### src/rtl/drv_seq_pkg.sv
package drv_seq_pkg;

  typedef enum logic [2:0] {
    ST_ACTIVE    = 3'd0,
    ST_WAIT_FILT = 3'd1,
    ST_ARMED     = 3'd2,
    ST_WINDOW    = 3'd3,
    ST_WAKE      = 3'd4
  } seq_state_e;

  function automatic int max_of(input int a, input int b);
    return (a > b) ? a : b;
  endfunction

  // Width needed to hold values 0..n.
  function automatic int cnt_width(input int n);
    return (n < 2) ? 1 : $clog2(n + 1);
  endfunction

  // Exit window is open on both sides: lo < len < hi.
  function automatic logic window_ok(input int len, input int lo, input int hi);
    return (len > lo) && (len < hi);
  endfunction

endpackage

### src/rtl/drv_sync2.sv
module drv_sync2 #(
  parameter int W = 2
) (
  input  logic         clk_i,
  input  logic         rst_ni,
  input  logic [W-1:0] d_i,
  output logic [W-1:0] q_o
);
  logic [W-1:0] meta_q;
  logic [W-1:0] sync_q;

  always_ff @(posedge clk_i or negedge rst_ni) begin
    if (!rst_ni) begin
      meta_q <= '0;
      sync_q <= '0;
    end else begin
      meta_q <= d_i;
      sync_q <= meta_q;
    end
  end

  assign q_o = sync_q;
endmodule

### src/rtl/drv_deglitch.sv
module drv_deglitch #(
  parameter int GLITCH_CYC = 4
) (
  input  logic clk_i,
  input  logic rst_ni,
  input  logic d_i,
  output logic q_o
);
  import drv_seq_pkg::*;

  localparam int CW = cnt_width(GLITCH_CYC);
  localparam logic [CW-1:0] LIM = CW'(GLITCH_CYC - 1);

  logic          lvl_q;
  logic [CW-1:0] cnt_q;

  always_ff @(posedge clk_i or negedge rst_ni) begin
    if (!rst_ni) begin
      lvl_q <= 1'b0;
      cnt_q <= '0;
    end else if (d_i == lvl_q) begin
      cnt_q <= '0;
    end else if (cnt_q == LIM) begin
      lvl_q <= d_i;
      cnt_q <= '0;
    end else begin
      cnt_q <= cnt_q + 1'b1;
    end
  end

  assign q_o = lvl_q;
endmodule

### src/rtl/drv_stby_seq.sv
module drv_stby_seq #(
  parameter int FILT_CYC  = 28,
  parameter int WUP_CYC   = 2000,
  parameter int STBY_CYC  = 28000,
  parameter int AWAKE_CYC = 14000
) (
  input  logic clk_i,
  input  logic rst_ni,
  input  logic both_hi_i,
  output logic standby_o,
  output logic safe_o,
  output logic ev_enter_o,
  output logic ev_wake_o,
  output logic ev_fail_o
);
  import drv_seq_pkg::*;

  localparam int RW = cnt_width(max_of(max_of(STBY_CYC, AWAKE_CYC), FILT_CYC));
  localparam logic [RW-1:0] STBY_LAST  = RW'(STBY_CYC - 1);
  localparam logic [RW-1:0] FILT_LAST  = RW'(FILT_CYC - 1);
  localparam logic [RW-1:0] AWAKE_LAST = RW'(AWAKE_CYC - 1);

  seq_state_e    state_q, state_n;
  logic [RW-1:0] run_q, run_n;

  always_comb begin
    state_n    = state_q;
    run_n      = run_q;
    ev_enter_o = 1'b0;
    ev_wake_o  = 1'b0;
    ev_fail_o  = 1'b0;
    unique case (state_q)
      ST_ACTIVE: begin
        if (!both_hi_i) run_n = '0;
        else if (run_q == STBY_LAST) begin
          state_n    = ST_WAIT_FILT;
          run_n      = '0;
          ev_enter_o = 1'b1;
        end else run_n = run_q + 1'b1;
      end
      ST_WAIT_FILT: begin
        if (both_hi_i) run_n = '0;
        else if (run_q == FILT_LAST) begin
          state_n = ST_ARMED;
          run_n   = '0;
        end else run_n = run_q + 1'b1;
      end
      ST_ARMED: begin
        if (both_hi_i) begin
          state_n = ST_WINDOW;
          run_n   = RW'(1);
        end
      end
      ST_WINDOW: begin
        if (both_hi_i) begin
          if (run_q == STBY_LAST) begin
            state_n   = ST_WAIT_FILT;
            run_n     = '0;
            ev_fail_o = 1'b1;
          end else run_n = run_q + 1'b1;
        end else if (window_ok(int'(run_q), WUP_CYC, STBY_CYC)) begin
          state_n   = ST_WAKE;
          run_n     = '0;
          ev_wake_o = 1'b1;
        end else begin
          state_n   = ST_WAIT_FILT;
          run_n     = RW'(1);
          ev_fail_o = 1'b1;
        end
      end
      ST_WAKE: begin
        if (run_q == AWAKE_LAST) begin
          state_n = ST_ACTIVE;
          run_n   = '0;
        end else run_n = run_q + 1'b1;
      end
      default: begin
        state_n = ST_ACTIVE;
        run_n   = '0;
      end
    endcase
  end

  always_ff @(posedge clk_i or negedge rst_ni) begin
    if (!rst_ni) begin
      state_q <= ST_ACTIVE;
      run_q   <= '0;
    end else begin
      state_q <= state_n;
      run_q   <= run_n;
    end
  end

  assign standby_o = (state_q == ST_WAIT_FILT) || (state_q == ST_ARMED) ||
                     (state_q == ST_WINDOW);
  assign safe_o    = (state_q != ST_ACTIVE);
endmodule

### src/rtl/drv_input_seq.sv
module drv_input_seq #(
  parameter int GLITCH_CYC = 4,
  parameter int FILT_CYC   = 28,
  parameter int WUP_CYC    = 2000,
  parameter int STBY_CYC   = 28000,
  parameter int AWAKE_CYC  = 14000
) (
  input  logic clk_i,
  input  logic rst_ni,
  input  logic in_pos_i,
  input  logic in_neg_i,
  output logic drive_on_o,
  output logic standby_o,
  output logic force_safe_o
);
  localparam int NIN = 2;

  logic [NIN-1:0] raw_in, sync_in, filt_in;
  logic sync_pos, sync_neg, filt_pos, filt_neg, both_hi;
  logic ev_enter, ev_wake, ev_fail;

  assign raw_in = {in_neg_i, in_pos_i};

  drv_sync2 #(.W(NIN)) u_sync (
    .clk_i (clk_i),
    .rst_ni(rst_ni),
    .d_i   (raw_in),
    .q_o   (sync_in)
  );

  for (genvar g = 0; g < NIN; g++) begin : g_flt
    drv_deglitch #(.GLITCH_CYC(GLITCH_CYC)) u_flt (
      .clk_i (clk_i),
      .rst_ni(rst_ni),
      .d_i   (sync_in[g]),
      .q_o   (filt_in[g])
    );
  end

  assign sync_pos = sync_in[0];
  assign sync_neg = sync_in[1];
  assign filt_pos = filt_in[0];
  assign filt_neg = filt_in[1];
  assign both_hi  = filt_pos & filt_neg;

  drv_stby_seq #(
    .FILT_CYC (FILT_CYC),
    .WUP_CYC  (WUP_CYC),
    .STBY_CYC (STBY_CYC),
    .AWAKE_CYC(AWAKE_CYC)
  ) u_seq (
    .clk_i     (clk_i),
    .rst_ni    (rst_ni),
    .both_hi_i (both_hi),
    .standby_o (standby_o),
    .safe_o    (force_safe_o),
    .ev_enter_o(ev_enter),
    .ev_wake_o (ev_wake),
    .ev_fail_o (ev_fail)
  );

  // Interlock: only the (1,0) pair turns the gate on.
  assign drive_on_o = !force_safe_o && filt_pos && !filt_neg;
endmodule

### config.mk
export PLATFORM = sky130hd
export DESIGN_NAME = drv_input_seq
export DESIGN_NICKNAME = d
export VERILOG_FILES = /design/src/rtl/drv_seq_pkg.sv /design/src/rtl/drv_sync2.sv /design/src/rtl/drv_deglitch.sv /design/src/rtl/drv_stby_seq.sv /design/src/rtl/drv_input_seq.sv
export SDC_FILE = /design/constraint.sdc
export NUM_CORES = 1
export LEC_CHECK = 0
export BUFFER_PORTS_ARGS = -buffer_cell sky130_fd_sc_hd__buf_2
export CORE_AREA = 2 2 57 59
export CTS_CLUSTER_SIZE = 8
export DETAILED_ROUTE_END_ITERATION = 10
export DIE_AREA = 0 0 59 61
export GPL_ROUTABILITY_DRIVEN = 0
export GPL_TIMING_DRIVEN = 0
export PLACE_DENSITY = 0.74
export SYNTH_ARGS = -nofsm -noshare
export SYNTH_HDL_FRONTEND = slang
export SYNTH_SLANG_ARGS = --single-unit
export TNS_END_PERCENT = 5
### constraint.sdc
create_clock -name clk_i -period 2.76 [get_ports clk_i]
set_input_delay 0.138 -clock clk_i [delete_from_list [all_inputs] [get_ports clk_i]]
set_output_delay 0.138 -clock clk_i [all_outputs]
set_load 0.02 [all_outputs]
==> out/qor.yml <==
run_status:
  status: "completed"
sta:
  worst_hold_slack_ps: 352
  rsz0062_at_grt: "no"
  finalSetupTns_ps: 0
  timing.final.hold_violations: 0
  finalCriticalPeriod_ps: 2480
  slew_viol_final: 0
  fin_worst_skew_ps: 3.59
  fin_ws_ps: 281
  relSlewSlack_pct: 56.9
  worstMarginPinSlew_ps: 647
  timing.fmax_mhz: 403
  finalCritPeriodShare_pct: 89.8
  setup_viol: 0
finish:
  multi_input_area_sq_um: 892
  n_fill_cell: 249
  synthToLayoutAreaGrowth_pct: 12.4
  regArea_sq_um: 751
  nets: 204
  antennaDiodeCount: 0
  drive_gt1_share_pct: 17.3
synth:
  synth-edff-count: 0
  synth_flop_cell: "dfrtp_1"
  synth_area_leaders: "dfrtp_1 44%, nand2_1 4.4%, nand3_1 3.5%, ha_1 2.9%, o21ai_0 2.9%"
  synth_top_area_cell: "dfrtp_1"
  syn-num-nets: 188
  netlist_area_sq_mm: 0.00171
  synthCells: 180
  yosysMostFrequentCell: "dfrtp_1"
  synth_area_per_cell_sq_um: 9.52
  synth_common_cells: "30 x dfrtp_1, 20 x nand2_1, 12 x nand3_1, 11 x nor2_1, 10 x o21ai_0"
  ys_seq_elements: 30
  async_reset_ff_share_pct: 100
  synth-seq-area-share_pct: 43.8
  synth_warnings: 0
  yosys.cell_types.count: 52
  yosysTopAreaCellShare_pct: 43.8
worst_setup_path:
  cp_max_fo: 9
  crit_chain: "clkbuf_1, or4_1, o311ai_4, nand3_1, nor2_2, o22ai_1"
  start_kind: "flop"
  cp.required_ps: 2970
  critPathMaxStageDelay_ps: 630
  arrival_ps: 2680
  cp-end-kind: "flop"
  crit_type: "flop to flop"
  cpMaxStageDelayCell: "or4_1"
placement:
  pre_cts_ws_ps: 323
  io_buffers: 6
  post-dp-hpwl_microns: 2560
clock_tree:
  holdBufCountCts: 3
  clkTransAtPathRegs_ps: 100
  cts_tree: "yes"
  cts_max_level: 2
  cts_sinks: 30
  cts_resized: 0
  ctsLongestPathBuffers: 2
  numCtsBuffers: 5
  cts_root_buf: "clkbuf_4"
  insertion_delay_ps: 330
  post_cts.repair.setup_buffers: 0
global_route:
  grt.busiest_layer: "met2"
  grtUsageTotal_pct: 23.9
  met1_usage_pct: 30.5
  use_met3_pct: 7.25
  antenna_found_initial: 0
  gr-usage-met2_pct: 36.3
  grt.overflow.total: 0
  grt_max_degree: 31
  grt_pass1_vias: 1408
  grt_pass1_wl_microns: 6330
pwr:
  p_sw_share_pct: 28.6
  seq_power_share_pct: 41.2
  ir_worst_vdd_mv: 0.498
  p_leak_nw: 0.833
  clock_power_share_pct: 36.1
  switchingPower_mw: 0.370
  power.density_mw_per_mm2: 672
  p_comb_share_pct: 22.8
  p_int_mw: 0.925
drt:
  vias: 1458
  drt_first_pass_iters: 4
  drc_errors: 0
  ant_nets: 0
  drt_iter0_markers: 64
  wire_per_inst_microns: 15.8
  vias_per_cell: 6.34
  wl_microns: 3640
floorplan:
  core_area_sq_mm: 0.00295
  die_width_microns: 59
  rows: 20
  start_util_pct: 58.1
  pin_count: 7
  die_h_microns: 61
  dieArea_sq_mm: 0.00360
min_path:
  min_path_type: "input port to asynchronous set/reset pin"
job:
  max-cap-violations: 0
==> per-layer routing <==
layer	up-vias	part of all wire, %
met5	-	0
met3	14	6.3
met4	0	3.5
met2	54	46
met1	700	44
li1	690	-
==> placed cells by master (no fill, tap or decap), types with 5 or more instances in the layout <==
| cell type | instances |
|---|---|
| a21oi_1 | 5 |
| and3_1 | 5 |
| buf_2 | 9 |
| clkbuf_1 | 6 |
| clkbuf_4 | 5 |
| dfrtp_1 | 30 |
| nand2_1 | 20 |
| nand3_1 | 12 |
| nor2_1 | 11 |
| nor3_1 | 6 |
| nor3b_1 | 5 |
| o21ai_0 | 10 |
==> layout make-up <==
type	instances	share of cell area (%)
multi-input cells	136	46.3
flip-flops and latches	30	39.0
clock inverters	2	3.12
repair buffers	9	3.12
plain buffers	11	3.12
clock buffers	6	2.66
well taps	33	2.14
inverters	3	0.584
==> power by group through the flow <==
stage                     combinational, mW  sequential, mW  clock (mW)
final                                 0.295           0.533       0.467
after global routing                  0.336           0.538       0.491
after CTS                             0.295           0.533       0.470
after detailed placement              0.291           0.542           0
after global placement                0.276           0.539           0
after floorplan                       0.223           0.530           0
==> cell families after synthesis <==
family / synth area share (%)
simple gates: 29.4
compound gates: 15.3
flops: 43.8
buf+inv: 4.16
xor+xnor: 3.07
fa+ha+maj: 2.92
mux: 1.31
==> flip-flops by register name, summed over array words and instances, names as in the netlist <==
signal             flops
g_flt.u_flt.q_o        2
u_seq.run_q           15
g_flt.u_flt.cnt_q      6
u_sync.meta_q          2
u_sync.q_o             2
u_seq.state_q          3
==> worst paths after layout <==
path	start	to	slack (ps)	cells past startpoint
worst min-delay path	rst_ni	u_sync.meta_q[0]$_DFF_PN0_	350	2
worst max register to register	u_seq.run_q[6]$_DFFE_PN0P_	u_seq.run_q[3]$_DFFE_PN0P_	280	6
worst max-delay path	u_seq.run_q[6]$_DFFE_PN0P_	u_seq.run_q[3]$_DFFE_PN0P_	280	6
min in group clk_i	u_sync.meta_q[0]$_DFF_PN0_	u_sync.q_o[0]$_DFF_PN0_	360	0
max in group asynchronous	rst_ni	u_seq.run_q[5]$_DFFE_PN0P_	1990	2
worst min register to register	u_sync.meta_q[0]$_DFF_PN0_	u_sync.q_o[0]$_DFF_PN0_	360	0
==> worst max-delay path: cells and delay by family, from the launching register on <==
kind,cells,cell delay [ps]
compound gates,2,470
buf+inv,1,220
simple gates,3,1290
flops,1,370
==> metrics by stage <==
stage               instance area (sq um)  util, %  std cells  total power [mW]
floorplan                            1710        -        180             0.753
global route                         1930     65.3        230              1.37
detailed placement                   1790     60.5        219             0.833
CTS                                  1930     65.3        230              1.30
finish                               1930     65.3        230              1.29
global placement                     1790     60.5        219             0.815
(Power assumes the default switching activity.)
